**config.mk**
```make
export PLATFORM = sky130hd
export DESIGN_NAME = hexrec_loader
export DESIGN_NICKNAME = d
export VERILOG_FILES = /design/src/rtl/hexrec_pkg.sv /design/src/rtl/hexrec_char_class.sv /design/src/rtl/hexrec_payload_buf.sv /design/src/rtl/hexrec_addr_gen.sv /design/src/rtl/hexrec_loader.sv
export SDC_FILE = /design/constraint.sdc
export NUM_CORES = 1
export LEC_CHECK = 0
export CAP_MARGIN = 20
export CORE_UTILIZATION = 45
export DETAILED_ROUTE_END_ITERATION = 12
export GPL_TIMING_DRIVEN = 0
export HOLD_SLACK_MARGIN = 0.02
export PLACE_DENSITY = 0.72
export SYNTH_ARGS = -nofsm -noshare
export SYNTH_HDL_FRONTEND = slang
export SYNTH_HIERARCHICAL = 1
export SYNTH_SLANG_ARGS = --single-unit
```
**constraint.sdc**
```tcl
create_clock -name clk -period 7.25 [get_ports clk]
set_clock_uncertainty 0.05 [all_clocks]
set_input_delay 1.8125 -clock clk [delete_from_list [all_inputs] [get_ports clk]]
set_output_delay 1.8125 -clock clk [all_outputs]
set_load 0.02 [all_outputs]
```
**src/rtl/hexrec_pkg.sv**
```systemverilog
package hexrec_pkg;

    typedef enum logic [2:0] {
        ST_HUNT,
        ST_LEN,
        ST_ADDR,
        ST_TYPE,
        ST_DATA,
        ST_SUM,
        ST_WRITE,
        ST_END
    } ldr_state_t;

    localparam logic [7:0] KIND_DATA = 8'h00;
    localparam logic [7:0] KIND_EOF  = 8'h01;
    localparam logic [7:0] KIND_SEG  = 8'h02;

    localparam logic [7:0] CH_MARK = 8'h3A;
    localparam logic [7:0] CH_CR   = 8'h0D;
    localparam logic [7:0] CH_LF   = 8'h0A;

endpackage

```
**src/rtl/hexrec_char_class.sv**
```systemverilog
module hexrec_char_class
    import hexrec_pkg::*;
(
    input  logic [7:0] ch,
    output logic       is_hex,
    output logic       is_mark,
    output logic       is_eol,
    output logic [3:0] nib
);
    logic [7:0] diff;

    always_comb begin
        is_hex = 1'b0;
        diff   = 8'h00;
        if (ch >= 8'h30 && ch <= 8'h39) begin
            is_hex = 1'b1;
            diff   = ch - 8'h30;
        end else if (ch >= 8'h41 && ch <= 8'h46) begin
            is_hex = 1'b1;
            diff   = ch - 8'h37;
        end else if (ch >= 8'h61 && ch <= 8'h66) begin
            is_hex = 1'b1;
            diff   = ch - 8'h57;
        end
        nib     = diff[3:0];
        is_mark = (ch == CH_MARK);
        is_eol  = (ch == CH_CR) || (ch == CH_LF);
    end
endmodule

```
**src/rtl/hexrec_payload_buf.sv**
```systemverilog
module hexrec_payload_buf #(
    parameter int DEPTH = 16,
    localparam int IW = (DEPTH > 1) ? $clog2(DEPTH) : 1
) (
    input  logic          clk,
    input  logic          we,
    input  logic [IW-1:0] waddr,
    input  logic [7:0]    wdata,
    input  logic [IW-1:0] raddr,
    output logic [7:0]    rdata
);
    logic [7:0] mem [DEPTH];

    always_ff @(posedge clk) begin
        if (we) mem[waddr] <= wdata;
    end

    assign rdata = mem[raddr];
endmodule

```
**src/rtl/hexrec_addr_gen.sv**
```systemverilog
module hexrec_addr_gen (
    input  logic [15:0] seg,
    input  logic [15:0] base,
    input  logic [7:0]  step,
    output logic [19:0] phys
);
    logic [15:0] off;

    always_comb begin
        off  = base + {8'h00, step};
        phys = {seg, 4'h0} + {4'h0, off};
    end
endmodule

```
**src/rtl/hexrec_loader.sv**
```systemverilog
module hexrec_loader
    import hexrec_pkg::*;
#(
    parameter int MAX_LEN = 16
) (
    input  logic        clk,
    input  logic        rst_n,
    input  logic [7:0]  in_data,
    input  logic        in_valid,
    output logic        in_ready,
    output logic        wr_en,
    output logic [19:0] wr_addr,
    output logic [7:0]  wr_data,
    output logic        done,
    output logic        err_csum,
    output logic        err_type,
    output logic        err_fmt
);
    localparam int IW = (MAX_LEN > 1) ? $clog2(MAX_LEN) : 1;
    localparam logic [7:0] LEN_LIMIT = 8'(MAX_LEN);

    ldr_state_t state, nxt;

    logic       is_hex, is_mark, is_eol;
    logic [3:0] nib;
    logic       take, in_rec, bad_char, byte_done, sum_ok, last_byte;
    logic       phase;
    logic [3:0] hi_nib;
    logic [7:0] full_byte, sum, sum_next, len, rtype, idx;
    logic [15:0] load_addr, seg, seg_cand;
    logic       f_csum, f_type, f_fmt;

    hexrec_char_class u_class (
        .ch      (in_data),
        .is_hex  (is_hex),
        .is_mark (is_mark),
        .is_eol  (is_eol),
        .nib     (nib)
    );

    hexrec_payload_buf #(.DEPTH(MAX_LEN)) u_buf (
        .clk   (clk),
        .we    (byte_done && state == ST_DATA),
        .waddr (idx[IW-1:0]),
        .wdata (full_byte),
        .raddr (idx[IW-1:0]),
        .rdata (wr_data)
    );

    hexrec_addr_gen u_agen (
        .seg  (seg),
        .base (load_addr),
        .step (idx),
        .phys (wr_addr)
    );

    assign in_rec    = (state == ST_LEN) || (state == ST_ADDR) || (state == ST_TYPE) ||
                       (state == ST_DATA) || (state == ST_SUM);
    assign take      = in_valid && in_ready;
    assign bad_char  = take && in_rec && !is_hex && !is_eol;
    assign byte_done = take && in_rec && is_hex && phase;
    assign full_byte = {hi_nib, nib};
    assign sum_next  = sum + full_byte;
    assign sum_ok    = (sum_next == 8'h00);
    assign last_byte = (idx == len - 8'd1);

    // state register
    always_ff @(posedge clk) begin
        if (!rst_n) state <= ST_HUNT;
        else        state <= nxt;
    end

    // next state
    always_comb begin
        nxt = state;
        unique case (state)
            ST_HUNT:  if (take && is_mark) nxt = ST_LEN;
            ST_WRITE: if (last_byte) nxt = ST_HUNT;
            ST_END:   nxt = ST_END;
            default: begin
                if (bad_char) begin
                    nxt = is_mark ? ST_LEN : ST_HUNT;
                end else if (byte_done) begin
                    unique case (state)
                        ST_LEN:  nxt = (full_byte > LEN_LIMIT) ? ST_HUNT : ST_ADDR;
                        ST_ADDR: if (idx == 8'd1) nxt = ST_TYPE;
                        ST_TYPE: nxt = (len == 8'd0) ? ST_SUM : ST_DATA;
                        ST_DATA: if (last_byte) nxt = ST_SUM;
                        ST_SUM: begin
                            if (!sum_ok)                                 nxt = ST_HUNT;
                            else if (rtype == KIND_DATA && len != 8'd0)  nxt = ST_WRITE;
                            else if (rtype == KIND_EOF)                  nxt = ST_END;
                            else                                         nxt = ST_HUNT;
                        end
                        default: nxt = state;
                    endcase
                end
            end
        endcase
    end

    // field datapath
    always_ff @(posedge clk) begin
        if (!rst_n) begin
            phase     <= 1'b0;
            hi_nib    <= 4'h0;
            len       <= 8'h00;
            rtype     <= 8'h00;
            idx       <= 8'h00;
            sum       <= 8'h00;
            load_addr <= 16'h0000;
            seg       <= 16'h0000;
            seg_cand  <= 16'h0000;
            f_csum    <= 1'b0;
            f_type    <= 1'b0;
            f_fmt     <= 1'b0;
        end else begin
            if (take && is_mark && state == ST_HUNT) begin
                phase <= 1'b0;
            end else if (bad_char) begin
                phase <= 1'b0;
                f_fmt <= 1'b1;
            end else if (take && in_rec && is_hex) begin
                phase <= !phase;
                if (!phase) hi_nib <= nib;
            end

            if (byte_done) begin
                unique case (state)
                    ST_LEN: begin
                        len <= full_byte;
                        sum <= full_byte;
                        idx <= 8'h00;
                        if (full_byte > LEN_LIMIT) f_fmt <= 1'b1;
                    end
                    ST_ADDR: begin
                        load_addr <= {load_addr[7:0], full_byte};
                        sum       <= sum_next;
                        idx       <= idx + 8'd1;
                    end
                    ST_TYPE: begin
                        rtype <= full_byte;
                        sum   <= sum_next;
                        idx   <= 8'h00;
                    end
                    ST_DATA: begin
                        seg_cand <= {seg_cand[7:0], full_byte};
                        sum      <= sum_next;
                        idx      <= idx + 8'd1;
                    end
                    ST_SUM: begin
                        idx <= 8'h00;
                        if (!sum_ok)
                            f_csum <= 1'b1;
                        else if (rtype == KIND_SEG && len == 8'd2)
                            seg <= seg_cand;
                        else if (rtype != KIND_DATA && rtype != KIND_EOF)
                            f_type <= 1'b1;
                    end
                    default: ;
                endcase
            end

            if (state == ST_WRITE) idx <= idx + 8'd1;
        end
    end

    // outputs
    always_comb begin
        in_ready = (state != ST_WRITE);
        wr_en    = (state == ST_WRITE);
        done     = (state == ST_END);
        err_csum = f_csum;
        err_type = f_type;
        err_fmt  = f_fmt;
    end
endmodule

```
Word-level counts from Yosys, hierarchy flattened
Memories as Yosys holds them, arrays and structs flattened. A register that Yosys moved wholly into a read port is not among the register bits.
Index checks and enable logic that the tools add are counted.
- register bits: 91
- bits in writable memories: 128
- output and inout port bits: 34
- memories: 1
- add/subtract/negate cells: 8
- order comparisons: 7
- equality and inequality tests: 21
- multiplexer cells: 33
- bitwise gates (word level): 6
- reduce and logical (&&, ||, !) cells: 49
- memories (name ; depth ; bits a word ; read ports ; clocked after Yosys merged registers in ; write ports ; RTL line ; text):
    u_buf.mem ; 16 ; 8 ; 1 ; 1 ; 1 ; hexrec_payload_buf.sv:12 ; logic [7:0] mem [DEPTH];
- operator list (operator ; number):
    8-bit case mux with 2 select lines ; 2
    3-bit two-way mux ; 9
    8-bit logical NOT ; 3
    20-bit by 16-bit adder with 20-bit output ; 1
    4-bit two-way mux ; 5
    16-bit by 8-bit adder with 16-bit output ; 1
    8-bit by 1-bit equality test with 1-bit output (second input constant) ; 2
    8-bit by 2-bit equality test with 1-bit output (second input constant) ; 2
    8-bit by 4-bit equality test with 1-bit output (second input constant) ; 2
    8-bit by 7-bit greater-or-equal comparator with 1-bit output (second input constant) ; 2
    8-bit by 7-bit <= comparator with 1-bit output (second input constant) ; 2
    8-bit two-way mux ; 2
    8-bit nonzero test ; 2
    1-bit logical AND ; 15
    3-bit case mux with 5 select lines ; 1
    3-bit equality test (second input constant) ; 4
    1-bit two-way mux ; 12
    2-bit AND reduction ; 6
    3-bit case mux with 3 select lines ; 1
    9-bit nonzero test ; 1
    3-bit OR reduction ; 3
    8-bit by 1-bit adder with 8-bit output (second input constant) ; 1
    8-bit adder ; 1
    8-bit by 6-bit equality test with 1-bit output (second input constant) ; 1
    28 further kinds ; 43

Longest topological paths before layout
Gate-level depths: netlist (run 1).
- depth in word-level cells: 13
- gate-level depth with buffers: 17

Hierarchy
The synthesis (run 1) kept the hierarchy.
- modules (own cells, without submodules) (module ; times used ; cells each ; area each (um2) ; seq. area each (um2)):
    hexrec_payload_buf ; 1 ; 221 ; 4987.3 ; 3843.7
    hexrec_loader ; 1 ; 538 ; 4446.8 ; 1821.7
    hexrec_addr_gen ; 1 ; 169 ; 1252.5 ; 0.0
    hexrec_char_class ; 1 ; 32 ; 251.5 ; 0.0

Least setup slack after synthesis (run 1)
Ideal clock, no wire load.
- path kind: in2reg
- start: input port in_data[7]
- end: register seg[10]
- setup time: 128 ps
- arrival: 5439 ps
- data required time: 7072 ps
- path slack: 1633 ps
- stages: 14
- path through: nor4b_4 -> o311ai_4 -> o21ai_0 -> ha_1 -> inv_1 -> fa_1 -> nand2b_1 -> a2111o_1 -> o311ai_1 -> nor2_2 -> nand4_4 -> buf_6 -> mux2i_1 -> nor2_1
- word-level cells in the longest chain between the ends: 8
- ends and longest elaborated chain (item ; RTL line ; text):
    start: declaration ; hexrec_loader.sv:8 ; input logic [7:0] in_data,
    8-bit by 7-bit greater-or-equal comparator with 1-bit output / 8-bit by 7-bit <= comparator with 1-bit output (equally long branches) ; hexrec_char_class.sv:21 ; end else if (ch >= 8'h61 && ch <= 8'h66) begin
    1-bit logical AND ; hexrec_char_class.sv:21 ;
    4-bit two-way mux ; hexrec_char_class.sv:21 ;
    4-bit two-way mux ; hexrec_char_class.sv:18 ; end else if (ch >= 8'h41 && ch <= 8'h46) begin
    4-bit two-way mux * ; hexrec_char_class.sv:15 ; if (ch >= 8'h30 && ch <= 8'h39) begin
    net nib[0] ; hexrec_loader.sv:25 ; logic [3:0] nib;
    8-bit adder * ; hexrec_loader.sv:63 ; assign sum_next = sum + full_byte;
    8-bit logical NOT * ; hexrec_loader.sv:64 ; assign sum_ok = (sum_next == 8'h00);
    4-bit AND reduction (no line) * ; n/a ;
    end signal: assignment ; hexrec_loader.sv:156 ; seg <= seg_cand;
    end: declaration ; hexrec_loader.sv:30 ; logic [15:0] load_addr, seg, seg_cand;
The timed path passes the listed nets; every way through them passes the cells marked *.
A chain may end at the register's enable or synchronous reset.

Final worst setup path (run 1)
- start: register idx[0]
- end: output port wr_addr[12]
- word-level cells in the longest chain between the ends: 2
- ends and longest elaborated chain (item ; RTL line ; text):
    start: declaration ; hexrec_loader.sv:29 ; logic [7:0] full_byte, sum, sum_next, len, rtype, idx;
    start signal: assignment ; hexrec_loader.sv:139 ; idx <= idx + 8'd1;
    start signal: assignment ; hexrec_loader.sv:149 ; idx <= idx + 8'd1;
    start signal: assignment ; hexrec_loader.sv:164 ; if (state == ST_WRITE) idx <= idx + 8'd1;
    16-bit by 8-bit adder with 16-bit output ; hexrec_addr_gen.sv:10 ; off = base + {8'h00, step};
    20-bit by 16-bit adder with 20-bit output ; hexrec_addr_gen.sv:11 ; phys = {seg, 4'h0} + {4'h0, off};
    end: declaration ; hexrec_loader.sv:12 ; output logic [19:0] wr_addr,
Every way passes these cells.

==> metrics.md, run 1 <==
| Metric | Value |
|---|---|
| Initial Utilization | 0.4619 |
| Switching share of power | 0.2273 |
| Total Routing Usage GR | 0.2034 |
| DRT iter0 DRCs | 445 |
| Layout Cells excl Fill | 1,371 |
| Hold WS | between 0.4 and 0.5 ns |
| Commonest cells after routing, fill and taps aside | edfxtp_1, nand2_1, nor2_1, dfxtp_1, a21oi_1 |
| Number of global-route vias before repair | 7,541 |
| Clock power share | 0.437 |
| Avg Cell Area, Syn | 11.39 um^2 |
| Final Hold Fails | 0 |
| CP cell instances | ha_1, fa_1, a211oi_1, o21bai_1, a21oi_1, o21ai_0, xor2_1, ha_1, a21o_1, a21oi_1, a21boi_2, or4_1, nand4_1, clkdlybuf4s50_1 |
| Final Max Slew Viols | 0 |
| Top cells by area, synth | edfxtp_1, dfxtp_1, ha_1, nand2_1, mux4_2 |
| Final worst setup slack | 0.4442 ns |
| Final period util | 0.9387 |
| Final setup viols | 0 |
| I/O Pins | 45 |
| Share of layout cells above drive strength 1 | 0.1046 |
| Antenna diodes | 0 |
| Cells after Synth | 960 |
| Flops & latches, synth | 219 |
| Antenna Nets Post-Route | 0 |
| Max VDD drop | between 150 and 200 uV |
| Hold WC Path Type | register to register |
| Post-DR vias/cell | between 5 and 6 |
| Slew headroom | 0.2366 |
| Post-synth net total | around 1,000 |
| Max-cap violation count | 0 |
| DP Worst Slack | 1.022 ns |
| Sequential share of power | 0.491 |
| Die Wd | 157.9 um |
| Crit path max-delay cell type | clkdlybuf4s50_1 |
| # hold bufs at CTS | 0 |
| Internal | ~2.1 mW |
| Nets@finish | between 1,000 and 1,500 |
| Commonest non-fill, non-tap cell in the layout | edfxtp_1 |
| Switch Pwr | 0.6118 mW |
| Status | completed |
| Clk slew on worst S/H paths | 0.06 ns |
| Placed Cells | 1,328 |
| Synth top area share | 0.3514 |
| First-pass GRT wire length | about 39,000 um |
| DRC | 0 |
| Clk_lat worst skew | 0.52 ns |
| Core Rows | 56 |
| Synth area leader | edfxtp_1 |
| Critical path type | register to output pin |
| Crit path capture type | output pin |
| Synth-to-Final Area Change | 15.17% |
| Crit path max-delay family | compound AO/OA/AOI/OAI gates |
| Number of synthesized flops with an enable pin | 128 |
| Tmin final | 6.806 ns |
| Compound-Gate Fraction of Synth Area | 0.1154 |
| Req. time, crit path | between 5 and 6 ns |
| Peak Freq | 0.1469 GHz |
| Setup Fix Bufs, Post-CTS | 0 |
| CP arrival | 4.94 ns |
| Startpoint types | register |
| Vias | 7,829 |
| Resize count post-CTS | 0 |
| Chip Height | 157.9 um |
| RSZ-0062 raised after global routing | false |
| Post-synthesis adder-cell area fraction | 0.04782 |
| Die Area | ~25,000 um^2 |
| Sum of buffers and inverters on the critical path | 1 |
| Most used flip-flop cell after synthesis | edfxtp_1 |
| Netlist cell types | 90 |
| Post-Synth XOR/XNOR Area | 0.03432 |
| Synth async-reset ratio | 0 |
| Critical-path maximum fanout | 15 |
| Clk buf depth | 3 |
| Multiplexer share of the synthesized area | 0.1055 |
| CTS buffer count | 23 |
| Post-Synth Simple-Gate Area | 0.1486 |
| Maximum number of pins on one net before global-route repair | 25 |
| Number of port buffers | 43 |
| Drt pass-1 iters | 5 |
| Leak | 4.659 nW |
| Cell area power density | around 210 nW/um^2 |
| Initial antenna violation count | 0 |
| Slowest stage delay, CP | about 0.6 ns |
| Largest family of logic cells by synthesized area | simple AND/OR/NAND/NOR gates |
| Routed wire length | 24,730 um |
| Root Buffer | clkbuf_16 |
| HPWL after detailed placement | 17,230 um |
| Clock net sink count | 219 |
| Core ar. | 23,680 um^2 |
| H-tree Lvls | 1 |
| Drt wl/cell | 18.04 um |
| Post-synthesis cell area | 10,940 um^2 |
| Slew @ Worst Pin | 1.143 ns |
| Logic pwr share | 0.072 |
| TritonCTS clock tree | done |
| Post-synthesis sequential area ratio | 0.5180 |
| Placer Congestion | 0.9052 |
| Synth warn | 6 |
| Grt total ovfl | 0 |
synthesized netlist by cell type (all sizes together) (3+ instances only):
| cell | instances |
|---|---|
| a2111o | 3 |
| a211oi | 11 |
| a21o | 8 |
| a21oi | 69 |
| a221oi | 5 |
| a22oi | 16 |
| a31oi | 5 |
| and3 | 15 |
| buf | 23 |
| clkbuf | 18 |
| clkdlybuf4s25 | 3 |
| dfxtp | 91 |
| edfxtp | 128 |
| fa | 3 |
| ha | 37 |
| inv | 24 |
| mux2i | 38 |
| mux4 | 32 |
| nand2 | 123 |
| nand2b | 5 |
| nand3 | 33 |
| nand3b | 3 |
| nand4 | 5 |
| nor2 | 92 |
| nor2b | 10 |
| nor3 | 18 |
| nor3b | 12 |
| o211ai | 7 |
| o21a | 3 |
| o21ai | 25 |
| o21bai | 4 |
| o311ai | 4 |
| o31ai | 3 |
| or2b | 3 |
| or3b | 4 |
| or4 | 3 |
| xnor2 | 22 |
| xor2 | 20 |
worst paths after layout:
path	from	cells after the start	slack (ns)	end
worst min register to register	seg_cand[12]	2	0.41	seg_cand[12]
worst max-delay path	idx[0]	14	0.44	wr_addr[12]
worst max register to register	state[2]	8	3.84	u_buf/mem[0][0]
worst min-delay path	seg_cand[12]	2	0.41	seg_cand[12]
state kept, by name, indices dropped and copies added, names as in the netlist:
signal and count:
phase 1, hi_nib 4, seg 16, err_csum 1, err_fmt 1, seg_cand 16
len 8, u_buf/mem 128, state 3, idx 8, rtype 8, err_type 1
sum 8, load_addr 16
layer usage:
layer,GRT usage,share of wire,vias up
met5,0,0,-
met4,0.06426,0.026,0
met3,0.02573,0.053,55
met2,0.3545,0.48,229
met1,0.2617,0.44,3817
li1,-,-,3728
stage by stage:
step	instance area (um^2)	power [mW]	TNS (ns)	utilization
floorplan	10940	1.482	0	-
global placement	11770	1.533	-15.34	0.4969
detailed placement	11820	1.535	0	0.4993
CTS	12580	2.707	0	0.5313
global route	12600	2.775	0	0.5319
finish	12600	2.692	0	0.5319
worst register-to-register path, stage by stage (launching register included):
cell and delay [ns]:
dfxtp_1 0.42, buf_2 0.25, buf_2 0.25, nand3_1 0.32
clkinv_1 0.25, buf_2 0.33, or3b_2 0.53, nor3_1 0.45
buf_4 0.26
cell families after synthesis:
group	count (synthesis)
xor+xnor	42
compound gates	183
simple gates	337
fa+ha+maj	40
mux	70
flops	219
buf+inv	69
power groups by stage:
stage	clock network (mW)	logic (mW)	registers (mW)
2_1_floorplan	0	0.135	1.35
3_3_place_gp	0	0.186	1.35
6_report	1.18	0.195	1.32
4_1_cts	1.19	0.191	1.32
3_5_place_dp	0	0.188	1.35
5_1_grt	1.24	0.211	1.32
area by class of cell:
class | count | area [um^2]
plain buffers | 44 | 239.0
inverters | 25 | 93.84
repair buffers | 50 | 498.0
clock inverters | 13 | 160.2
multi-input cells | 672 | 4943
fillers | 2082 | 11090
well taps | 319 | 399.1
flip-flops and latches | 219 | 5665
clock buffers | 29 | 598.1
(Power assumes the default switching activity.)
==> run 2, diff against run 1 <==
Settings changed: SLEW_MARGIN set to 20, SYNTH_HIERARCHICAL 1 to unset.
==> metrics.md, run 2 <==
| Metric | Value |
|---|---|
| Slew headroom | 0.2610 |
| Number of global-route vias before repair | 7,034 |
| Total Routing Usage GR | 0.2011 |
| Multiplexer share of the synthesized area | 0.1199 |
| Final Hold Fails | 0 |
| Tmin final | around 7 ns |
| TritonCTS clock tree | done |
| Avg Cell Area, Syn | 11.82 um^2 |
| Commonest cells after routing, fill and taps aside | edfxtp_1, nor2_1, nand2_1, dfxtp_1, a21oi_1 |
| Peak Freq | 0.1458 GHz |
| Post-synth net total | 972 |
| Synth warn | 0 |
| Synth async-reset ratio | 0 |
| # hold bufs at CTS | 0 |
| Cell area power density | 206.5 nW/um^2 |
| Placer Congestion | 0.8742 |
| Netlist cell types | 86 |
| Grt met2 use | 0.3333 |
| DRT iter0 DRCs | around 590 |
| WP depth | 17 |
| Root Buffer | clkbuf_16 |
| Die Area | 24,740 um^2 |
| Synth area leader | edfxtp_1 |
| Initial Utilization | 0.4610 |
| Top post-synthesis cells by count | edfxtp_1, nor2_1, nand2_1 |
| Chip Height | 157.3 um |
| Final period util | 0.9458 |
| Req. time, crit path | 5.39 ns |
| Max-cap violation count | 0 |
| Share of layout cells above drive strength 1 | 0.1262 |
| Status | completed |
| Switching share of power | 0.1944 |
| Largest family of logic cells by synthesized area | simple AND/OR/NAND/NOR gates |
| Drt pass-1 iters | 5 |
| Clk_lat worst skew | 0.50 ns |
| Crit. Startpoint | idx[1] |
| Antenna diodes | 0 |
| Final setup viols | 0 |
| Grt total ovfl | 0 |
| End of the worst register-to-register path | seg[11] |
| Commonest non-fill, non-tap cell in the layout | edfxtp_1 |
| Met3 usage | 0.01927 |
| Antenna Nets Post-Route | 0 |
| Post-synthesis sequential area ratio | 0.5294 |
| DRC | 0 |
| Switch Pwr | 0.5033 mW |
| Maximum number of pins on one net before global-route repair | 26 |
| Clk slew on worst S/H paths | ~0.06 ns |
| Number of synthesized flops with an enable pin | between 100 and 150 |
| Most used flip-flop cell after synthesis | edfxtp_1 |
| Post-synthesis adder-cell area fraction | 0.05165 |
| Post-Synth Simple-Gate Area | 0.1400 |
| Hold WC Path Type | register to register |
| Sequential share of power | 0.513 |
| Top cells by area, synth | edfxtp_1, dfxtp_1, mux4_2, ha_1, mux2i_1 |
| Crit path capture type | output pin |
| Crit path max-delay family | compound AO/OA/AOI/OAI gates |
| Crit path max-delay cell type | clkdlybuf4s50_1 |
| CTS buffer count | 24 |
| I/O Pins | 45 |
| Number of port buffers | 43 |
| Area after DPL | 11,720 um^2 |
| Fillers | around 2,100 |
| R2r worst-path depth | 9 |
| Post-DR vias/cell | approximately 5.5 |
| Synth top area share | 0.3542 |
| Flops & latches, synth | around 220 |
| R2R setup slack | about 3.5 ns |
| Internal | 2.086 mW |
| Die Wd | roughly 160 um |
| Setup_tns | 0 ns |
| CP arrival | 4.99 ns |
| Post-Synth XOR/XNOR Area | 0.03712 |
| RR Startpoint | hi_nib[1] |
| Core ar. | 23,540 um^2 |
| First-pass GRT wire length | 38,360 um |
| Vias | 7,307 |
| Sum of buffers and inverters on the critical path | 2 |
| Biggest register | u_buf.mem |
| Routed wire length | 24,170 um |
| Post-synthesis cell area | 10,850 um^2 |
| Critical-path maximum fanout | 5 |
| Layout Cells excl Fill | 1,325 |
| Clock power share | 0.471 |
| Cells after Synth | approximately 920 |
| RSZ-0062 raised after global routing | true |
| Compound-Gate Fraction of Synth Area | 0.09442 |
| GR peak layer | met2 |
| Most numerous cell in the Yosys netlist | edfxtp_1 |
| Initial antenna violation count | 0 |
| Max VDD drop | 170.2 uV |
| Logic pwr share | 0.016 |
| GRT met1 Usage | 0.2853 |
| Nets@finish | 1,042 |
| Final Max Slew Viols | 0 |
| HPWL after detailed placement | 16,830 um |
| Leak | 4.578 nW |
| Core Rows | 56 |
| Final instance area | 12,540 um^2 |
| Startpoint types | register |
| H-tree Lvls | 1 |
| Clock net sink count | 223 |
| Drt wl/cell | approximately 18 um |
| Slew @ Worst Pin | 1.107 ns |
| Max reg flops | 128 |
| CP cell instances | ha_1, a21o_1, a21oi_1, nand2b_1, a21boi_0, o311ai_1, nand2b_1, xor2_1, ha_1, inv_1, o21bai_1, a21oi_1, o21ai_0, a41oi_1, a2111oi_2, xor2_1, clkdlybuf4s50_1 |
| Critical path type | register to output pin |
| Synth-to-Final Area Change | 15.56% |
| Placed Cells | 1,281 |
| Clk buf depth | 3 |
| CP Capture Point | wr_addr[18] |
| Slowest stage delay, CP | 0.61 ns |
[run 2: layout make-up]
| type | instances | area (um^2) | share of cell area |
|---|---|---|---|
| clock inverter | 7 | 90.09 | 0.007183 |
| sequential | 223 | 5746 | 0.4581 |
| inverter | 24 | 90.09 | 0.007183 |
| buffer | 43 | 210.2 | 0.01676 |
| tap | 319 | 399.1 | 0.03182 |
| timing repair buffer | 44 | 450.4 | 0.03591 |
| multi-input combinational | 628 | 4846 | 0.3864 |
| clock buffer | 37 | 710.7 | 0.05666 |
[run 2: metal layers]
layer	up-vias	part of all wire
met1	3530	0.47
met5	-	0
met4	0	0.019
met2	181	0.47
met3	38	0.043
li1	3558	-
[run 2: tightest hold or removal path, cell delays in order (launching register included)]
cell,delay (ns)
dfxtp_1,0.31
nand2_1,0.05
a21oi_1,0.05
[run 2: logic make-up after synthesis]
group,after synthesis
and+or+nand+nor,307
DFF,223
AOI/OAI and AO/OA,152
muxes,80
buffers and inverters,67
xor gates and xnor gates,46
adders and majority gates,43
[run 2: repair_timing]
action                                  4_1_cts  5_1_grt
endpoints found under the setup margin        0        5
resized for setup                             0        7
buffers inserted                              0        0
endpoints found under the hold margin         0        0
[run 2: worst min path at each step]
stage,cells past startpoint,slack (ns),startpoint,end
5_1_grt,2,0.43,seg_cand[8],seg_cand[8]
6_report,2,0.40,seg_cand[10],seg_cand[10]
3_5_place_dp,2,0.40,seg_cand[10],seg_cand[10]
4_1_cts,2,0.40,seg_cand[10],seg_cand[10]
3_3_place_gp,2,0.39,seg_cand[8],seg_cand[8]
2_1_floorplan,2,0.38,seg_cand[15],seg_cand[15]
[run 2: power by group through the flow]
stage          sequential [mW]  clock [mW]  combinational, mW
6_report                  1.33        1.22             0.0422
5_1_grt                   1.33        1.29             0.0458
4_1_cts                   1.33        1.24             0.0419
3_5_place_dp              1.35           0             0.0417
3_3_place_gp              1.35           0             0.0403
2_1_floorplan             1.35           0             0.0229
[run 2: per-stage QoR]
stage               worst slack [ns]  hold WS [ns]    util  power, mW
floorplan                      1.387        0.3831       -      1.377
global placement             -0.1039        0.3921  0.4962      1.395
detailed placement            0.1420        0.3966  0.4979      1.396
CTS                          0.06758        0.4047  0.5319      2.608
global route                -0.04233        0.4274  0.5327      2.660
finish                        0.3928        0.4047  0.5327      2.589
==> run 3, diff against run 2 <==
Settings changed: REMOVE_ABC_BUFFERS set to 1.
Clock period 7.25 ns to 7.9 ns, I/O delays scaled along.
==> metrics.md, run 3 (synthesis gave the netlist of run 2 again) <==
| Metric | Value |
|---|---|
| Status | completed |
| Number of global-route vias before repair | 7,050 |
| Crit path capture type | output pin |
| Max reg flops | 128 |
| Die Wd | between 150 and 200 um |
| Share of layout cells above drive strength 1 | 0.1262 |
| Grt total ovfl | 0 |
| Post-DR vias/cell | 5.688 |
| Peak Freq | 0.1354 GHz |
| First-pass GRT wire length | 38,330 um |
| Storage element area | ~5800 um^2 |
| TritonCTS clock tree | done |
| Final instance area | 12,440 um^2 |
| Biggest register | u_buf.mem |
| # hold bufs at CTS | 0 |
| Synth-to-Final Area Change | 14.66% |
| Vias | 7,315 |
| Crit path max-delay cell type | dfxtp_1 |
| Max VDD drop | 134.8 uV |
| Clk slew on worst S/H paths | 0.06 ns |
| DRT iter0 DRCs | 553 |
| Tmin final | 7.387 ns |
| DRC | 0 |
| Root Buffer | clkbuf_16 |
| Die Area | 24,740 um^2 |
| Antenna Nets Post-Route | 0 |
| Startpoint types | register |
| Slew headroom | 0.2840 |
| Nets@finish | about 1,000 |
| Initial antenna violation count | 0 |
| Req. time, crit path | 5.88 ns |
| Resize count post-CTS | 0 |
| Critical-path maximum fanout | 15 |
| Clk_lat worst skew | 0.51 ns |
| HPWL after detailed placement | 15,360 um |
| Initial Utilization | 0.4610 |
| Core Rows | 56 |
| Max-cap violation count | 0 |
| Placer Congestion | 0.8557 |
| Commonest non-fill, non-tap cell in the layout | edfxtp_1 |
| CTS buffer count | 24 |
| Setup Fix Bufs, Post-CTS | 0 |
| Drt pass-1 iters | 5 |
| Core ar. | 23,540 um^2 |
| CP cell instances | ha_1, a21oi_1, nand2b_1, a21boi_0, o311ai_0, nand2b_1, xor2_1, ha_1, inv_1, o21bai_1, a21oi_1, o21ai_0, a41oi_1, a2111oi_0, xor2_1, clkdlybuf4s50_1 |
| CP arrival | ~5.4 ns |
| Fillers | 2,000 |
| RSZ-0062 raised after global routing | false |
| Drt wl/cell | 18.42 um |
| Number of port buffers | between 40 and 50 |
| Hold WC Path Type | register to register |
| Final setup viols | 0 |
| Total Routing Usage GR | 0.1991 |
| Sum of buffers and inverters on the critical path | 2 |
| Routed wire length | 23,680 um |
| Chip Height | roughly 160 um |
| Crit path max-delay family | compound AO/OA/AOI/OAI gates |
| Clk buf depth | 3 |
| Area after DPL | 11,580 um^2 |
| Cell area power density | 197.5 nW/um^2 |
| Antenna diodes | 0 |
| Final Max Slew Viols | 0 |
| Layout Cells excl Fill | about 1,300 |
| Final period util | 0.9351 |
| Leak | 4.492 nW |
| Critical path type | register to output pin |
| Commonest cells after routing, fill and taps aside | edfxtp_1, nor2_1, nand2_1, dfxtp_1, a21oi_1 |
| Placed Cells | 1,242 |
| Final Hold Fails | 0 |
| I/O Pins | 45 |
| Clock net sink count | 223 |
| Slowest stage delay, CP | about 0.74 ns |
| Multi-input gate area | 4838 um^2 |
| Maximum number of pins on one net before global-route repair | 80 |
| H-tree Lvls | 1 |
| Slew @ Worst Pin | roughly 1.1 ns |
[run 3: metal layers]
metal	track usage	vias to the layer above	routed length (um)
li1	-	3473	-
met1	0.2767	3612	10700
met2	0.3323	192	11490
met3	0.02423	38	1118
met4	0.04577	0	371
met5	0	-	0
[run 3: worst paths after layout]
check / from / endpoint / slack (ns) / depth (start not counted)
hold / removal: seg_cand[9] / seg_cand[9] / 0.41 / 2
setup / recovery: idx[2] / wr_addr[18] / 0.51 / 16
setup reg to reg: state[0] / u_buf.mem[5][3] / 4.02 / 6
hold reg to reg: seg_cand[9] / seg_cand[9] / 0.41 / 2
[run 3: area by class of cell]
cell class / instances / area share
Multi-Input combinational cell: 628 / 0.3888
Inverter: 24 / 0.007440
Clock buffer: 38 / 0.05912
Timing Repair Buffer: 48 / 0.04002
Tap cell: 319 / 0.03207
Sequential cell: 223 / 0.4621
Clock inverter: 6 / 0.01046
[run 3: metrics by stage]
step | TNS [ns] | setup WS [ns] | hold slack, ns | total power [mW] | utilization
after floorplan | 0 | 1.875 | 0.3857 | 1.261 | -
after global placement | -3.401 | -0.2263 | 0.3978 | 1.277 | 0.4878
after detailed placement | 0 | 0.3387 | 0.3995 | 1.278 | 0.4918
after CTS | 0 | 0.5221 | 0.4120 | 2.471 | 0.5286
after global routing | 0 | 0.03917 | 0.4283 | 2.523 | 0.5286
final | 0 | 0.5130 | 0.4085 | 2.457 | 0.5286
[run 3: worst min-delay path: stages (launching register included)]
cell and delay, ns:
dfxtp_1 0.31, nand2_1 0.05, a21oi_1 0.05
[run 3: power by group]
part | switching [mW] | internal (mW)
clock network | 0.438 | 0.767
registers | 0.000000576 | 1.22
logic | 0.0239 | 0.0112
total | 0.462 | 2.00
